<file path="config.mk">
export PLATFORM = sky130hd
export DESIGN_NAME = dom_pwr_seq
export DESIGN_NICKNAME = d
export VERILOG_FILES = /design/src/rtl/dps_pkg.sv /design/src/rtl/dps_rst_sync.sv /design/src/rtl/dps_timer.sv /design/src/rtl/dps_fsm.sv /design/src/rtl/dom_pwr_seq.sv
export SDC_FILE = /design/constraint.sdc
export NUM_CORES = 1
export LEC_CHECK = 0
export BUFFER_PORTS_ARGS = -buffer_cell sky130_fd_sc_hd__buf_2
export CAP_MARGIN = 20
export CORE_MARGIN = 2
export CORE_UTILIZATION = 40
export CTS_CLUSTER_DIAMETER = 60
export DETAILED_ROUTE_END_ITERATION = 6
export PLACE_DENSITY_LB_ADDON = 0.05
export SLEW_MARGIN = 20
export SYNTH_ARGS = -nofsm -noshare
export SYNTH_HDL_FRONTEND = slang
export SYNTH_SLANG_ARGS = --single-unit
</file>
<file path="constraint.sdc">
create_clock -name clk -period 1.7 [get_ports clk]
set_input_delay 0.17 -clock clk [delete_from_list [all_inputs] [get_ports clk]]
set_output_delay 0.17 -clock clk [all_outputs]
set_load 0.02 [all_outputs]
</file>
<file path="src/rtl/dps_pkg.sv">
package dps_pkg;

  typedef enum logic [3:0] {
    ST_OFF,
    ST_ON,
    ST_UP_W1,
    ST_UP_W2,
    ST_UP_ISO,
    ST_UP_RLS,
    ST_UP_CLK,
    ST_DN_W1,
    ST_DN_W2,
    ST_DN_SETTLE
  } dps_state_e;

  typedef struct packed {
    logic sleep;
    logic iso;
    logic mem_off;
    logic rst;
    logic clk_en;
  } dps_ctl_t;

endpackage

</file>
<file path="src/rtl/dps_rst_sync.sv">
module dps_rst_sync (
  input  logic clk,
  input  logic rst_n,
  output logic rst_n_sync
);

  logic [1:0] sync_q;

  always_ff @(posedge clk or negedge rst_n) begin
    if (!rst_n) sync_q <= 2'b00;
    else        sync_q <= {sync_q[0], 1'b1};
  end

  assign rst_n_sync = sync_q[1];

endmodule

</file>
<file path="src/rtl/dps_timer.sv">
module dps_timer #(
  parameter int CNT_W = 4
) (
  input  logic             clk,
  input  logic             rst_n,
  input  logic             load,
  input  logic [CNT_W-1:0] load_val,
  input  logic             cnt_en,
  output logic             zero
);

  logic [CNT_W-1:0] cnt_q;
  logic [CNT_W-1:0] cnt_d;
  logic             cnt_we;

  always_comb begin
    cnt_we = 1'b0;
    cnt_d  = cnt_q;
    if (load) begin
      cnt_we = 1'b1;
      cnt_d  = load_val;
    end else if (cnt_en && (cnt_q != '0)) begin
      cnt_we = 1'b1;
      cnt_d  = cnt_q - 1'b1;
    end
  end

  always_ff @(posedge clk or negedge rst_n) begin
    if (!rst_n)      cnt_q <= '0;
    else if (cnt_we) cnt_q <= cnt_d;
  end

  assign zero = (cnt_q == '0);

endmodule

</file>
<file path="src/rtl/dps_fsm.sv">
module dps_fsm
  import dps_pkg::*;
#(
  parameter bit HAS_MAIN   = 1'b1,
  parameter int CNT_W      = 4,
  parameter int SHORT_WAIT = 4,
  parameter int LONG_WAIT  = 8
) (
  input  logic             clk,
  input  logic             rst_n,
  input  logic             req_on,
  input  logic             req_off,
  input  logic             tmr_zero,
  output logic             tmr_load,
  output logic [CNT_W-1:0] tmr_val,
  output logic             tmr_en,
  output dps_ctl_t         ctl,
  output logic             busy,
  output logic             powered
);

  localparam int SHORT_M1 = (SHORT_WAIT > 0) ? SHORT_WAIT - 1 : 0;
  localparam int LONG_M1  = (LONG_WAIT > 0) ? LONG_WAIT - 1 : 0;
  localparam logic [CNT_W-1:0] SHORT_LD = CNT_W'(SHORT_M1);
  localparam logic [CNT_W-1:0] LONG_LD  = CNT_W'(LONG_M1);
  localparam dps_ctl_t OFF_CTL = '{sleep: HAS_MAIN, iso: HAS_MAIN,
                                    mem_off: 1'b1, rst: 1'b1, clk_en: 1'b0};

  dps_state_e state_q, state_d;
  dps_ctl_t   ctl_q, ctl_d;
  logic       step_en;

  always_comb begin
    state_d  = state_q;
    ctl_d    = ctl_q;
    tmr_load = 1'b0;
    tmr_val  = SHORT_LD;
    unique case (state_q)
      ST_OFF: if (req_on) begin
        ctl_d.sleep = 1'b0;
        tmr_load    = 1'b1;
        state_d     = ST_UP_W1;
      end
      ST_ON: if (req_off) begin
        ctl_d.sleep = HAS_MAIN;
        tmr_load    = 1'b1;
        state_d     = ST_DN_W1;
      end
      ST_UP_W1: if (tmr_zero) begin
        ctl_d.mem_off = 1'b0;
        tmr_load      = 1'b1;
        state_d       = ST_UP_W2;
      end
      ST_UP_W2: if (tmr_zero) begin
        ctl_d.rst = 1'b1;
        state_d   = ST_UP_ISO;
      end
      ST_UP_ISO: begin
        ctl_d.iso = 1'b0;
        state_d   = ST_UP_RLS;
      end
      ST_UP_RLS: begin
        ctl_d.rst = 1'b0;
        state_d   = ST_UP_CLK;
      end
      ST_UP_CLK: begin
        ctl_d.clk_en = 1'b1;
        state_d      = ST_ON;
      end
      ST_DN_W1: if (tmr_zero) begin
        ctl_d.mem_off = 1'b1;
        tmr_load      = 1'b1;
        state_d       = ST_DN_W2;
      end
      ST_DN_W2: if (tmr_zero) begin
        ctl_d.iso = HAS_MAIN;
        if (LONG_WAIT == 0) begin
          ctl_d.clk_en = 1'b0;
          ctl_d.rst    = 1'b1;
          state_d      = ST_OFF;
        end else begin
          tmr_load = 1'b1;
          tmr_val  = LONG_LD;
          state_d  = ST_DN_SETTLE;
        end
      end
      ST_DN_SETTLE: if (tmr_zero) begin
        ctl_d.clk_en = 1'b0;
        ctl_d.rst    = 1'b1;
        state_d      = ST_OFF;
      end
      default: begin
        ctl_d   = OFF_CTL;
        state_d = ST_OFF;
      end
    endcase
  end

  assign step_en = (state_d != state_q);

  always_ff @(posedge clk or negedge rst_n) begin
    if (!rst_n) begin
      state_q <= ST_OFF;
      ctl_q   <= OFF_CTL;
    end else if (step_en) begin
      state_q <= state_d;
      ctl_q   <= ctl_d;
    end
  end

  assign busy    = (state_q != ST_OFF) && (state_q != ST_ON);
  assign powered = (state_q == ST_ON) && !ctl_q.sleep;
  assign tmr_en  = busy;
  assign ctl     = ctl_q;

endmodule

</file>
<file path="src/rtl/dom_pwr_seq.sv">
module dom_pwr_seq
  import dps_pkg::*;
#(
  parameter bit HAS_MAIN   = 1'b1,
  parameter int NUM_BANKS  = 4,
  parameter int BANK_BITS  = 2,
  parameter int SHORT_WAIT = 2000,
  parameter int LONG_WAIT  = 2000000
) (
  input  logic                           clk,
  input  logic                           rst_n,
  input  logic                           req_on,
  input  logic                           req_off,
  output logic                           sleep_o,
  output logic                           iso_o,
  output logic [NUM_BANKS*BANK_BITS-1:0] mem_pd_o,
  output logic                           dom_rst_o,
  output logic                           clk_en_o,
  output logic                           busy_o,
  output logic                           powered_o
);

  localparam int MAX_WAIT = (SHORT_WAIT > LONG_WAIT) ? SHORT_WAIT : LONG_WAIT;
  localparam int CNT_W    = (MAX_WAIT > 1) ? $clog2(MAX_WAIT + 1) : 1;

  logic             rst_n_sync;
  logic             tmr_load, tmr_en, tmr_zero;
  logic [CNT_W-1:0] tmr_val;
  dps_ctl_t         ctl;

  dps_rst_sync u_rst_sync (
    .clk        (clk),
    .rst_n      (rst_n),
    .rst_n_sync (rst_n_sync)
  );

  dps_timer #(.CNT_W(CNT_W)) u_timer (
    .clk      (clk),
    .rst_n    (rst_n_sync),
    .load     (tmr_load),
    .load_val (tmr_val),
    .cnt_en   (tmr_en),
    .zero     (tmr_zero)
  );

  dps_fsm #(
    .HAS_MAIN   (HAS_MAIN),
    .CNT_W      (CNT_W),
    .SHORT_WAIT (SHORT_WAIT),
    .LONG_WAIT  (LONG_WAIT)
  ) u_fsm (
    .clk      (clk),
    .rst_n    (rst_n_sync),
    .req_on   (req_on),
    .req_off  (req_off),
    .tmr_zero (tmr_zero),
    .tmr_load (tmr_load),
    .tmr_val  (tmr_val),
    .tmr_en   (tmr_en),
    .ctl      (ctl),
    .busy     (busy_o),
    .powered  (powered_o)
  );

  for (genvar b = 0; b < NUM_BANKS; b++) begin : g_bank
    assign mem_pd_o[b*BANK_BITS +: BANK_BITS] = {BANK_BITS{ctl.mem_off}};
  end

  assign sleep_o   = ctl.sleep;
  assign iso_o     = ctl.iso;
  assign dom_rst_o = ctl.rst;
  assign clk_en_o  = ctl.clk_en;

endmodule

</file>
==> impl_metrics.tcl, run 1 <==
set metrics [dict create \
    r2r_end "u_timer.cnt_q[19]" \
    drt-pass1-iter-count 4 \
    worstSkewPairLatency_ns 0.29 \
    rows 24 \
    cp-end-kind "register" \
    ys_seq_area_share_pct 43.78 \
    core_region_area_um2 4384 \
    fmax_mhz 401.9 \
    grt-ovfl-total 0 \
    cts_tree "built" \
    first_iter_violations 54 \
    worst_r2r_path_depth 5 \
    grt_pass1_vias 1976 \
    cts-root-buf "clkbuf_8" \
    skew_ns 0.01008 \
    wl_um 5484 \
    syn2layout_area_growth_pct 45.89 \
    p_per_area_nw_per_um2 854.4 \
    htree_levels 2 \
    holdWs_ns 0.1836 \
    rsz0062_at_grt "true" \
    avgRoutedWirePerCell_um 16.52 \
    finalHoldViolCount 0 \
    synth_cell_type_count 48 \
    cts_inserted_buffers 5 \
    drv_slew 0 \
    antenna_found_initial 0 \
    die_w_um 71.83 \
    die_h_um 71.83 \
    synth_fp_nets 205 \
    grt_max_degree 19 \
    initial_utilization_pct 41.98 \
    met1_length_um 2318 \
    groute.usage.overall_pct 22.28 \
    yosysWarnings 0 \
    final_nets 284 \
    multiInputGateArea_um2 1055 \
    total_power_w 0.002294 \
    cp.arrival_ns 2.70 \
    post-route-period-util_pct 146.4 \
    synth_edf_count 0 \
    yosys_most_used_dff "dfrtp_1" \
    drv_cap 0 \
    r2r-start "u_timer.cnt_q[10]" \
    path_max_fanout 5 \
    path_clk_slew_ns 0.07 \
    remaining_drc_errors 0 \
    fin_ws_ns -0.7880 \
    final_cell_mix "buf_4, dfrtp_1, buf_2" \
    cts_sinks 32 \
    worst_ir_drop_vdd_mv 0.6992 \
    viasPerCell 5.714 \
    max-slew-margin-rel_pct 60.97 \
    place_hpwl_um 3943 \
    netlist_instances 200 \
    critPathRequiredTime_ns 1.91 \
    drtAntennaViolNets 0 \
    antenna-diode-count 0 \
    ys_ff_latch 32 \
    die_area_um2 5160 \
    avgSynthCellArea_um2 9.203 \
    final-seq-area_um2 805.8 \
    r2r_slack_ns -0.79 \
    async_flop_share_pct 100.0 \
    status "finished with violations" \
    final_common_cell "buf_4" \
    vias 1897 \
    gp_congestion 0.8635 \
    ioPinCount 18 \
    cts.path.max_buffers 2 \
    dr_wl_met2_um 2840 \
    nFillCells 365 \
    hold_class "input port to async pin" \
    worstSetupPathType "register to register" \
    place_ws_ns -0.7969 \
    setup_violations 29 \
    leakage_nw 1.164 \
    grt_pass1_wl_um 8963 \
    netlist_area_um2 1841 \
    drive_above_1_share_pct 45.00 \
    violations "setup timing" \
    wl_met3_um 174 \
    worstSetupStartpointType "register" \
    top_layer "met4" \
    min_period_ns 2.488 \
    tightest_slew_ns 0.5855 \
    place.port_buffers 17 \
]
-- cells in the mapped netlist (5+ instances only) --
library cell,n,share of area (%)
a21oi_1,12,3.3
xnor2_1,5,2.4
a31oi_1,5,1.7
buf_4,7,2.9
o21ai_0,16,4.4
nor4_1,6,2.0
clkbuf_1,9,1.8
o31ai_1,5,2.0
nand2_1,9,1.8
dfrtp_1,28,38
nor2_1,13,2.7
nor3_1,6,1.6
or3_1,5,1.7
nand3_1,6,1.6
inv_1,7,1.4
or4_1,5,2.0
-- power by group --
part           switching, W  internal (W)  total [W]
registers         0.0000588      0.000866   0.000925
clock network      0.000281      0.000287   0.000568
logic              0.000377      0.000425   0.000801
total              0.000717       0.00158    0.00229
-- cell type report --
| cell class | count | share of cell area [%] |
|---|---|---|
| Inverter | 7 | 0.9786 |
| Timing Repair Buffer | 89 | 24.28 |
| Multi-Input combinational cell | 144 | 39.28 |
| Sequential cell | 32 | 30.01 |
| Clock buffer | 7 | 2.842 |
| Tap cell | 52 | 2.423 |
| Clock inverter | 1 | 0.1864 |
-- state kept, by name (all words and copies together), names as in the netlist --
register / count
u_fsm.ctl: 5
u_fsm.state_q: 4
u_rst_sync.sync_q: 2
u_timer.cnt_q: 21
-- routing by layer --
metal	vias to the layer above	GRT usage [%]
met5	-	0
met4	0	6.709
met3	15	4.641
met2	41	42.18
met1	934	24.80
li1	907	-
-- cell families after synthesis --
logic type	count (synthesis)	share of synthesized area, %
multiplexers	2	1.088
adder cells (fa/ha/maj)	1	0.6797
buffers and inverters	24	6.730
AND/OR/NAND/NOR	71	21.96
other	1	0.2037
AO/OA/AOI/OAI	62	22.23
XOR/XNOR	7	3.331
flip-flops	32	43.78
-- worst max-delay path, stage by stage (launching register included) --
cell     delay (ns)
dfrtp_1        0.41
or4_4          0.54
or4_4          0.43
or4_4          0.49
or4_4          0.42
a31oi_2        0.13
-- worst max path at each step --
| stage | start | endpoint | slack [ns] | cells past startpoint |
|---|---|---|---|---|
| floorplan | u_timer.cnt_q[10] | u_timer.cnt_q[19] | -0.87 | 6 |
| global placement | u_timer.cnt_q[10] | u_timer.cnt_q[19] | -0.77 | 5 |
| detailed placement | u_timer.cnt_q[10] | u_timer.cnt_q[19] | -0.80 | 5 |
| CTS | u_timer.cnt_q[10] | u_timer.cnt_q[19] | -0.77 | 5 |
| global route | u_timer.cnt_q[10] | u_timer.cnt_q[19] | -0.83 | 5 |
| finish | u_timer.cnt_q[10] | u_timer.cnt_q[19] | -0.79 | 5 |
-- per-stage QoR --
stage                     setup TNS, ns  area [um2]  util, %  cells
after global placement           -18.48        2401    54.77    318
after global routing             -20.50        2685    61.24    332
after CTS                        -18.72        2592    59.13    331
after detailed placement         -19.06        2401    54.77    318
after floorplan                  -19.85        1841        -    200
final                            -18.40        2685    61.24    332
-- repair_timing --
item / 4_1_cts / 5_1_grt
endpoints found under the setup margin: 30 / 29
pin swaps: 3 / 2
gates cloned: 0 / 1
gates resized for setup: 14 / 17
hold buffers: 1 / 0
endpoints found under the hold margin: 2 / 0
buffers inserted: 4 / 0
Note: power is estimated with default switching activity, not from simulation.
==> run 2, diff against run 1 <==
- MAX_ROUTING_LAYER: not set -> met4
==> run 2 against run 1 <==
  * The run still ends with setup timing left
  * Fmax is essentially flat
  * Final area is the same
  * Via count grew 0.74%
  * Routed wire length is essentially flat
  * Non-clock buffer count is the same
  * Register-to-register slack is essentially flat
  * Critical path type unchanged
  * Critical endpoint unchanged
  * Largest cell class unchanged
  * Highest routed layer unchanged
==> impl_metrics.tcl, run 2 (synthesis gave the netlist of run 1 again) <==
set metrics [dict create \
    grt_pass1_wl_um 8942 \
    min_period_ns 2.488 \
    finalHoldViolCount 0 \
    htree_levels 2 \
    hold_class "input port to async pin" \
    nFillCells 365 \
    cp.arrival_ns 2.70 \
    final_cell_mix "buf_4, dfrtp_1, buf_2" \
    drive_above_1_share_pct 45.00 \
    critPathRequiredTime_ns 1.91 \
    cts_tree "built" \
    worstSetupPathType "register to register" \
    max-slew-margin-rel_pct 61.34 \
    power_frac_seq_pct 40.3 \
    violations "setup timing" \
    place_ws_ns -0.7969 \
    place.port_buffers 17 \
    cts-root-buf "clkbuf_8" \
    pwr-share-clk_pct 24.6 \
    skew_ns 0.009824 \
    grt-ovfl-total 0 \
    cts_inserted_buffers 5 \
    path_common_cell "or4_4" \
    p_comb_share_pct 35.1 \
    regMostFlops "u_timer.cnt_q" \
    avgRoutedWirePerCell_um 16.50 \
    setup_violations 29 \
    remaining_drc_errors 0 \
    rows 24 \
    final_nets 284 \
    multiInputGateArea_um2 1055 \
    die_w_um 71.83 \
    largest_register_ffs 21 \
    wl_um 5479 \
    grt_pass1_vias 1978 \
    holdWs_ns 0.1879 \
    status "finished with violations" \
    place_hpwl_um 3943 \
    path_max_fanout 5 \
    cts_sinks 32 \
    slowest_delay_ns 0.54 \
    core_region_area_um2 4384 \
    swShare_pct 31.15 \
    groute.usage.overall_pct 22.92 \
    rsz0062_at_grt "true" \
    post-route-period-util_pct 146.3 \
    placed_cell_area_um2 2401 \
    drv_slew 0 \
    p_per_area_nw_per_um2 853.5 \
    r2r-start "u_timer.cnt_q[10]" \
    cts.path.max_buffers 2 \
    die_h_um 71.83 \
    initial_utilization_pct 41.98 \
    die_area_um2 5160 \
    worstSkewPairLatency_ns 0.29 \
    antenna_found_initial 0 \
    critPathSlowestCell "or4_4" \
    cp-end-kind "register" \
    drv_cap 0 \
    gp_congestion 0.8774 \
    grt_max_degree 19 \
    fin_area_um2 2685 \
    drtAntennaViolNets 0 \
    worst_ir_drop_vdd_mv 0.7023 \
    worstSetupStartpointType "register" \
    final_common_cell "buf_4" \
    fin_ws_ns -0.7879 \
    first_iter_violations 60 \
    antenna-diode-count 0 \
    post-route-util_pct 61.24 \
    leakage_nw 1.164 \
    final-seq-area_um2 805.8 \
    vias 1911 \
    critPathLaunch "u_timer.cnt_q[10]" \
    tightest_slew_ns 0.5799 \
    power.switching_w 0.0007138 \
    viasPerCell 5.756 \
    drt-pass1-iter-count 4 \
    crit_chain "or4_4, or4_4, or4_4, or4_4, a31oi_2" \
    ioPinCount 18 \
    path_clk_slew_ns 0.07 \
    p_int_w 0.001578 \
    fmax_mhz 401.9 \
    syn2layout_area_growth_pct 45.89 \
]
## run 2: repair_timing
action / CTS / global route
hold buffers: 1 / 0
endpoints found under the setup margin: 30 / 29
pin swaps: 3 / 2
cloned: 0 / 1
setup buffers: 4 / 0
endpoints found under the hold margin: 2 / 0
gates resized for setup: 14 / 17
## run 2: worst paths after layout
check	endpoint	slack [ns]	depth (start not counted)
min reg2reg	u_fsm.state_q[2]	0.24	0
min	u_rst_sync.sync_q[0]	0.19	2
min in group clk	u_fsm.ctl[4]	0.24	3
max reg2reg	u_timer.cnt_q[19]	-0.79	5
max	u_timer.cnt_q[19]	-0.79	5
max in group asynchronous	u_timer.cnt_q[10]	0.95	1
## run 2: per-stage QoR
| step | std cells | power, W | TNS [ns] |
|---|---|---|---|
| floorplan | 200 | 0.001237 | -19.85 |
| global placement | 318 | 0.001605 | -18.48 |
| global route | 332 | 0.002412 | -20.49 |
| detailed placement | 318 | 0.001645 | -19.06 |
| CTS | 331 | 0.002249 | -18.72 |
| finish | 332 | 0.002292 | -18.40 |
## run 2: critical path, delay by kind of cell (launching register included)
kind               cells  cell delay, ns
AOI/OAI and AO/OA      1            0.13
and+or+nand+nor        4            1.88
DFF                    1            0.41
## run 2: per-layer routing
metal	wire [um]	track usage, %
met1	2290	24.71
met2	2882	42.18
met3	204	4.641
met4	102	6.709
met5	0	-
## run 2: area by class of cell
cell class | count | share of cell area, %
Sequential cell | 32 | 30.01
Multi-Input combinational cell | 144 | 39.28
Inverter | 7 | 0.9786
Tap cell | 52 | 2.423
Timing Repair Buffer | 89 | 24.28
Clock inverter | 1 | 0.1864
Clock buffer | 7 | 2.842
## run 2: power groups by stage
stage | registers [W] | logic [W] | clock network [W]
after floorplan | 0.000964 | 0.000273 | 0
after global placement | 0.000931 | 0.000674 | 0
after detailed placement | 0.000938 | 0.000706 | 0
after CTS | 0.000925 | 0.000738 | 0.000586
after global routing | 0.000939 | 0.000864 | 0.000610
final | 0.000924 | 0.000804 | 0.000564
